**src/rtl/enc_regs_pkg.sv**
```systemverilog
package enc_regs_pkg;
  localparam int CTRL_W = 16;
  localparam int STAT_W = 5;

  // Control bit positions with behaviour inside this block
  localparam int CB_PRELOAD = 5;
  localparam int CB_LATCH   = 8;
  localparam int CB_IDX_RD  = 13;

  // Status bit positions
  localparam int SB_QERR  = 0;
  localparam int SB_OVER  = 1;
  localparam int SB_UNDER = 2;
  localparam int SB_INDEX = 3;
  localparam int SB_MATCH = 4;

  localparam logic [CTRL_W-1:0] STROBE_MASK =
    CTRL_W'((1 << CB_PRELOAD) | (1 << CB_LATCH));

  typedef enum logic [1:0] {SEL_NONE, SEL_CTRL, SEL_STAT, SEL_DATA} regSel_t;

  typedef struct packed {
    logic    wrCtrl;
    logic    wrStat;
    logic    wrData;
    logic    preloadCmd;
    logic    latchCmd;
    regSel_t rdSel;
  } busCmd_t;

  // Control bit that enables the interrupt of each status bit
  function automatic int enBitFor(input int statBit);
    case (statBit)
      SB_QERR:  return 12;
      SB_OVER:  return 7;
      SB_UNDER: return 6;
      SB_INDEX: return 4;
      default:  return 15;
    endcase
  endfunction
endpackage

```
**src/rtl/enc_regs_ctrl.sv**
```systemverilog
module enc_regs_ctrl
  import enc_regs_pkg::*;
#(
  parameter int ADDR_W = 4,
  parameter int DATA_W = 32
) (
  input  logic [ADDR_W-1:0] busAddr,
  input  logic              busWe,
  input  logic [DATA_W-1:0] busWdata,
  output busCmd_t           cmd
);
  localparam logic [ADDR_W-1:0] OFF_CTRL = ADDR_W'(0);
  localparam logic [ADDR_W-1:0] OFF_STAT = ADDR_W'(4);
  localparam logic [ADDR_W-1:0] OFF_DATA = ADDR_W'(8);

  regSel_t sel;

  always_comb begin
    case (busAddr)
      OFF_CTRL: sel = SEL_CTRL;
      OFF_STAT: sel = SEL_STAT;
      OFF_DATA: sel = SEL_DATA;
      default:  sel = SEL_NONE;
    endcase
  end

  always_comb begin
    cmd.rdSel      = sel;
    cmd.wrCtrl     = busWe && (sel == SEL_CTRL);
    cmd.wrStat     = busWe && (sel == SEL_STAT);
    cmd.wrData     = busWe && (sel == SEL_DATA);
    cmd.preloadCmd = cmd.wrCtrl && busWdata[CB_PRELOAD];
    cmd.latchCmd   = cmd.wrCtrl && busWdata[CB_LATCH];
  end
endmodule

```
**src/rtl/enc_regs_dp.sv**
```systemverilog
module enc_regs_dp
  import enc_regs_pkg::*;
#(
  parameter int DATA_W = 32
) (
  input  logic              clk,
  input  logic              rst_n,
  input  busCmd_t           cmd,
  input  logic [DATA_W-1:0] busWdata,
  input  logic [DATA_W-1:0] liveCount,
  input  logic [STAT_W-1:0] eventIn,
  output logic [DATA_W-1:0] busRdata,
  output logic [CTRL_W-1:0] cfgOut,
  output logic              preloadPulse,
  output logic [DATA_W-1:0] preloadValue,
  output logic              irq
);
  logic [CTRL_W-1:0] ctrlQ;
  logic [STAT_W-1:0] statusQ;
  logic [DATA_W-1:0] dataQ;
  logic [STAT_W-1:0] clearMask;
  logic [STAT_W-1:0] pending;
  logic              capture;

  assign clearMask = cmd.wrStat ? busWdata[STAT_W-1:0] : '0;
  assign capture   = cmd.latchCmd || (eventIn[SB_INDEX] && ctrlQ[CB_IDX_RD]);

  always_ff @(posedge clk or negedge rst_n) begin
    if (!rst_n) begin
      ctrlQ        <= '0;
      statusQ      <= '0;
      dataQ        <= '0;
      preloadPulse <= 1'b0;
      busRdata     <= '0;
    end else begin
      if (cmd.wrCtrl) ctrlQ <= busWdata[CTRL_W-1:0] & ~STROBE_MASK;
      // events override a simultaneous clear
      statusQ <= (statusQ & ~clearMask) | eventIn;
      if (capture)         dataQ <= liveCount;
      else if (cmd.wrData) dataQ <= busWdata;
      preloadPulse <= cmd.preloadCmd;
      case (cmd.rdSel)
        SEL_CTRL: busRdata <= DATA_W'(ctrlQ);
        SEL_STAT: busRdata <= DATA_W'(statusQ);
        SEL_DATA: busRdata <= dataQ;
        default:  busRdata <= '0;
      endcase
    end
  end

  for (genvar i = 0; i < STAT_W; i++) begin : g_pend
    assign pending[i] = statusQ[i] & ctrlQ[enBitFor(i)];
  end

  assign irq          = |pending;
  assign cfgOut       = ctrlQ;
  assign preloadValue = dataQ;
endmodule

```
**src/rtl/encoder_reg_irq.sv**
```systemverilog
module encoder_reg_irq
  import enc_regs_pkg::*;
#(
  parameter int ADDR_W = 4,
  parameter int DATA_W = 32
) (
  input  logic              clk,
  input  logic              rst_n,
  input  logic [ADDR_W-1:0] busAddr,
  input  logic              busWe,
  input  logic [DATA_W-1:0] busWdata,
  output logic [DATA_W-1:0] busRdata,
  input  logic [DATA_W-1:0] liveCount,
  input  logic [STAT_W-1:0] eventIn,
  output logic [CTRL_W-1:0] cfgOut,
  output logic              preloadPulse,
  output logic [DATA_W-1:0] preloadValue,
  output logic              irq
);
  busCmd_t cmd;

  enc_regs_ctrl #(.ADDR_W(ADDR_W), .DATA_W(DATA_W)) u_ctrl (
    .busAddr (busAddr),
    .busWe   (busWe),
    .busWdata(busWdata),
    .cmd     (cmd)
  );

  enc_regs_dp #(.DATA_W(DATA_W)) u_data (
    .clk         (clk),
    .rst_n       (rst_n),
    .cmd         (cmd),
    .busWdata    (busWdata),
    .liveCount   (liveCount),
    .eventIn     (eventIn),
    .busRdata    (busRdata),
    .cfgOut      (cfgOut),
    .preloadPulse(preloadPulse),
    .preloadValue(preloadValue),
    .irq         (irq)
  );
endmodule

```
**config.mk**
```make
export PLATFORM = sky130hd
export DESIGN_NAME = encoder_reg_irq
export DESIGN_NICKNAME = d
export VERILOG_FILES = /design/src/rtl/enc_regs_pkg.sv /design/src/rtl/enc_regs_ctrl.sv /design/src/rtl/enc_regs_dp.sv /design/src/rtl/encoder_reg_irq.sv
export SDC_FILE = /design/constraint.sdc
export NUM_CORES = 1
export LEC_CHECK = 0
export ABC_AREA = 1
export BUFFER_PORTS_ARGS = -buffer_cell sky130_fd_sc_hd__buf_2
export CAP_MARGIN = 40
export CORE_ASPECT_RATIO = 1.25
export CORE_MARGIN = 5
export CORE_UTILIZATION = 51
export CTS_BUF_LIST = sky130_fd_sc_hd__clkbuf_2 sky130_fd_sc_hd__clkbuf_4 sky130_fd_sc_hd__clkbuf_8
export CTS_CLUSTER_DIAMETER = 200
export DETAILED_ROUTE_END_ITERATION = 12
export GPL_ROUTABILITY_DRIVEN = 0
export PLACE_DENSITY = 0.83
export SYNTH_ARGS = -nofsm -noshare
export SYNTH_HDL_FRONTEND = slang
export SYNTH_SLANG_ARGS = --single-unit
```
**constraint.sdc**
```tcl
create_clock -name clk -period 1.4 [get_ports clk]
set_input_delay 0.14 -clock clk [delete_from_list [all_inputs] [get_ports clk]]
set_output_delay 0.14 -clock clk [all_outputs]
set_load 0.03 [all_outputs]
```
# Word level (Yosys, flattened, before mapping)
# Index checks and enable logic that the tools add are counted.
# totals
reg_bits	84
out_inout_bits	82
elab_cells	33
# classes
bitwise	8
n_eq_ne	5
reduce_logical	10
mux	5
# op_table
cell	n
one-hot mux 32 bit (3 select lines)	1
two-way mux 32 bit	2
logical AND 1 bit	6
one-hot mux 2 bit (3 select lines)	1
bitwise AND 1 bit	5
bitwise AND 5 bit	1
two-way mux 5 bit	1
NOT 5 bit	1
bitwise OR 5 bit	1
OR reduction 5 bit	1
== test 2 bit, second input constant	2
== test 4 x 3 -> 1 bit, second input constant	1
== test 4 bit, second input constant	1
logical NOT 4 bit	1
== test 2 x 1 -> 1 bit, second input constant	1
nonzero test 2 bit	1
logical OR 1 bit	1

# Longest topological paths before layout
# depth
word_depth	8
depth_mapped	7
mapped_depth_nobuf	6

# By module
# From an unflattened synthesis, not the netlist that was laid out.
# unflattened
cells_unflattened	502
hier_area_um2	3972.6
# modules_own_cells
module	seq_area_each_um2	n_inst	area_each_um2	cells_each
enc_regs_dp	2102.0	1	3897.5	485
enc_regs_ctrl	0.0	1	75.1	17

# Worst setup path after synthesis
# No wires, ideal clock.
# synth_timing
path_kind	flip-flop to flip-flop
start	register u_data.ctrlQ[13], in the netlist u_data.cfgOut[13]
end	register u_data.dataQ[10], in the netlist u_data.preloadValue[10]
path_stages_with_launch	7
setup_slack_ns	0.022
t_arrival_ns	1.260
setup_time_ns	0.118
n_path_buf	2
t_required_ns	1.282
period_less_slack_ns	1.378
cell_sequence	dfrtp_1 nand2_1 buf_2 buf_1 nand3_1 nand2_1 nand2_1
# synth_via
elab_chain_cells	3
# synth_rtl
element	line_no	rtl
start, declared	enc_regs_dp.sv:18	logic [CTRL_W-1:0] ctrlQ;
start signal, assigned	enc_regs_dp.sv:36	if (cmd.wrCtrl) ctrlQ <= busWdata[CTRL_W-1:0] & ~STROBE_MASK;
logical AND 1 bit *	enc_regs_dp.sv:26	assign capture = cmd.latchCmd || (eventIn[SB_INDEX] && ctrlQ[CB_IDX_RD]);
logical OR 1 bit *	enc_regs_dp.sv:26	
two-way mux 32 bit / nonzero test 2 bit (equally long branches)	--	
end signal, assigned	enc_regs_dp.sv:39	if (capture) dataQ <= liveCount;
end signal, assigned	enc_regs_dp.sv:40	else if (cmd.wrData) dataQ <= busWdata;
end, declared	enc_regs_dp.sv:20	logic [DATA_W-1:0] dataQ;
# Mark *: on every way between the ends. The rest lies on a longest branch, timed or not.
# A chain may end at the register's enable or synchronous reset.

# Worst setup path after layout
# layout_timing
start	register u_data.ctrlQ[12], in the netlist u_data.cfgOut[12]
end	output port irq
# layout_via
elab_chain_cells	2
# layout_rtl
element	line_no	rtl
bitwise AND 1 bit	enc_regs_dp.sv:52	assign pending[i] = statusQ[i] & ctrlQ[enBitFor(i)];
OR reduction 5 bit	enc_regs_dp.sv:55	assign irq = |pending;
end, declared	encoder_reg_irq.sv:18	output logic irq
# No other way between the ends.

==> metrics.yaml <==
wl_per_cell_um: 16.01
end_kind: "output port"
start_util_pct: 52.59
final-hold-violation-count: 0
cellPowerDensity_nw_per_um2: 1514
grt_max_degree: 65
crit_top_cell: "nand2_1"
crit_path_start_kind: "flop"
die_w_um: 90.41
finalSetupTns_ps: -91.90
first_global_vias: 4169
muxShareOfSynthArea_pct: 0
rows: 36
synthXorXnorAreaFrac_pct: 0
die_y_um: 110.5
outcome: "complete, but fails checks"
hp-class: "in -> reg"
reg2reg_slack_ps: 200
wl_um: 11960
layout-drive-gt1-share_pct: 31.60
cp.arrival_ps: 1350
worstReg2RegStart: "u_data.cfgOut[13]"
reg2reg_to: "u_data.preloadValue[1]"
synth_adder_area_share_pct: 0
nFillCells: 644
fmax_mhz: 670.3
dpl.hpwl_um: 8382
routed_via_density: 5.525
whs_endpoint: "u_data.cfgOut[11]"
root_buffer: "clkbuf_8"
instances_no_fill: 747
track_usage_pct: 24.53
crit_chain: "nand2_1, nand2_1, a221oi_2, nand2_1, buf_6"
ff2ff_path_depth: 5
p_leak_nw: 3.094
avgSynthCellArea_sq_um: 8.394
cts-htree-levels: 3
path_buf_inv: 1
die-area_sq_um: 9990
setup-violations-final: 1
port_buffers: 155
grt_overflow: 0
clock_sinks: 84
pre_cts_slack_ps: 149.0
hold_depth: 3
ir_worst_vdd_v: 0.001056
clk_path_buf_depth: 2
clock_skew_ps: 8.075
ys_warn_count: 0
path_class: "reg -> out"
slowest_delay_ps: 430
antenna_found_initial: 0
min_period_ps: 1492
cpMaxStageDelayCell: "dfrtp_1"
syn-cell-area_sq_um: 4121
nNetsFinal: 724
synth_seq_cells: 84
area_growth_pct: 29.14
worst_slack_ps: -91.90
hold_start: "busWdata[11]"
drv_cap: 0
drtIter0Drc: 297
drt-pass1-iter-count: 5
whs_ps: 34.23
p_total_mw: 8.056
diodes: 0
register_area_sq_um: 2102
synthSimpleGateAreaFrac_pct: 34.34
worstPathRequired_ps: 1260
crit_fanout: 4
ys_types: 23
failed_checks: "setup timing"
boundaryPins: 158
grt_setup_unrepaired: "yes"
num_vias: 4127
fin_crit_sh_pct: 106.6
ant_nets: 0
synth_top_family_by_area: "simple AND/OR/NAND/NOR gates"
multi_input_area_sq_um: 1565
grt_pass1_wl_um: 20260
remaining_drc_errors: 0
drv_slew: 0
mostFrequentLayoutCell: "buf_2"
cpLargestDelayFamily: "flip-flops"
tritoncts: "built"
most-common-layout-cells: "153 x buf_2, 145 x nand2_1, 84 x dfrtp_1"
insertion_delay_ps: 350
clk_pin_slew_ps: 80
cts_made_buffers: 9
dp.cells: 724
syn_inst: 491
coreArea_sq_um: 7838
synth_compound_gate_area_share_pct: 3.036
synth-seq-area-share_pct: 51.00
## worst register-to-register path, cell delays in order, from the launching register on
cell and delay [ps]:
dfrtp_1 410, nand2_2 110, buf_4 300, nand3_1 120, nand2_1 80, nand2_1 50
## repair_timing
item,4_1_cts,5_1_grt
hold endpoints to repair,36,0
pin swaps,1,2
setup endpoints to repair,1,1
hold buffers,7,0
resized for setup,3,0
buffers inserted,0,1
## per-stage QoR
step / util, % / cell area [sq um]
finish: 67.91 / 5323
CTS: 67.82 / 5315
global route: 67.91 / 5323
detailed placement: 63.90 / 5009
global placement: 63.90 / 5009
floorplan: - / 4125
## per-layer routing
metal | share of wire [%] | wire length (um) | vias to the layer above | global-route usage, %
met5 | 0 | 0 | - | 0
met2 | 49 | 5811 | 260 | 37.74
met3 | 9.8 | 1177 | 32 | 5.578
met1 | 38 | 4603 | 1918 | 32.24
li1 | - | - | 1917 | -
met4 | 3.1 | 368 | 0 | 12.71
## synth_stat cells
cell / number / area [sq um]
a21o_1: 5 / 37.54
a221oi_1: 1 / 8.760
a22o_1: 9 / 78.83
and2_1: 1 / 6.260
buf_1: 7 / 26.28
buf_2: 11 / 55.05
buf_4: 10 / 75.07
buf_6: 9 / 101.4
clkbuf_1: 4 / 15.01
conb_1: 1 / 3.750
dfrtp_1: 84 / 2102
inv_1: 52 / 195.2
inv_2: 2 / 7.510
nand2_1: 146 / 548.0
nand2_2: 1 / 6.260
nand2_4: 1 / 11.26
nand3_1: 56 / 280.3
nand3_4: 1 / 17.52
nand4_1: 64 / 400.4
nand4_2: 1 / 12.51
nor2_1: 21 / 78.83
nor2_4: 3 / 33.78
nor2_8: 1 / 20.02
## how the worst max path moves through the flow
stage                         endpoint  cells after the start  slack (ps)               from
6_report                           irq                      5         -90  u_data.cfgOut[12]
5_1_grt                            irq                      5        -210  u_data.cfgOut[12]
4_1_cts                            irq                      5        -120  u_data.statusQ[0]
3_5_place_dp         u_data.statusQ[4]                      5         150         busAddr[1]
3_3_place_gp         u_data.statusQ[0]                      5         170         busAddr[1]
2_1_floorplan  u_data.preloadValue[10]                      6          20  u_data.cfgOut[13]
## cells by family (layout without fill, tap and decap cells)
family,after synthesis,in the layout
AND/OR/NAND/NOR,296,296
buffers and inverters,95,255
flip-flops,84,84
AO/OA/AOI/OAI,15,15
other,1,2
## flip-flops by register name, indices dropped and copies added, names as in the netlist
signal and cells:
u_data.busRdata 32, u_data.cfgOut 14, u_data.preloadValue 32, u_data.preloadPulse 1
u_data.statusQ 5
## power by group
group / total [mW] / internal (mW) / leakage (nW) / switching, mW
combinational: 2.80 / 0.877 / 1.93 / 1.93
sequential: 3.31 / 2.91 / 1.05 / 0.401
clock: 1.94 / 1.09 / 0.111 / 0.855
## cell type report
cell class                      count  share of cell area, %
Clock buffer                       11                  2.844
Clock inverter                      4                  1.363
Inverter                           54                  3.808
Multi-Input combinational cell    313                  29.41
Sequential cell                    84                  39.49
Tap cell                           95                  2.233
Timing Repair Buffer              186                  20.85
No activity file was read; power rests on OpenSTA's default activity.
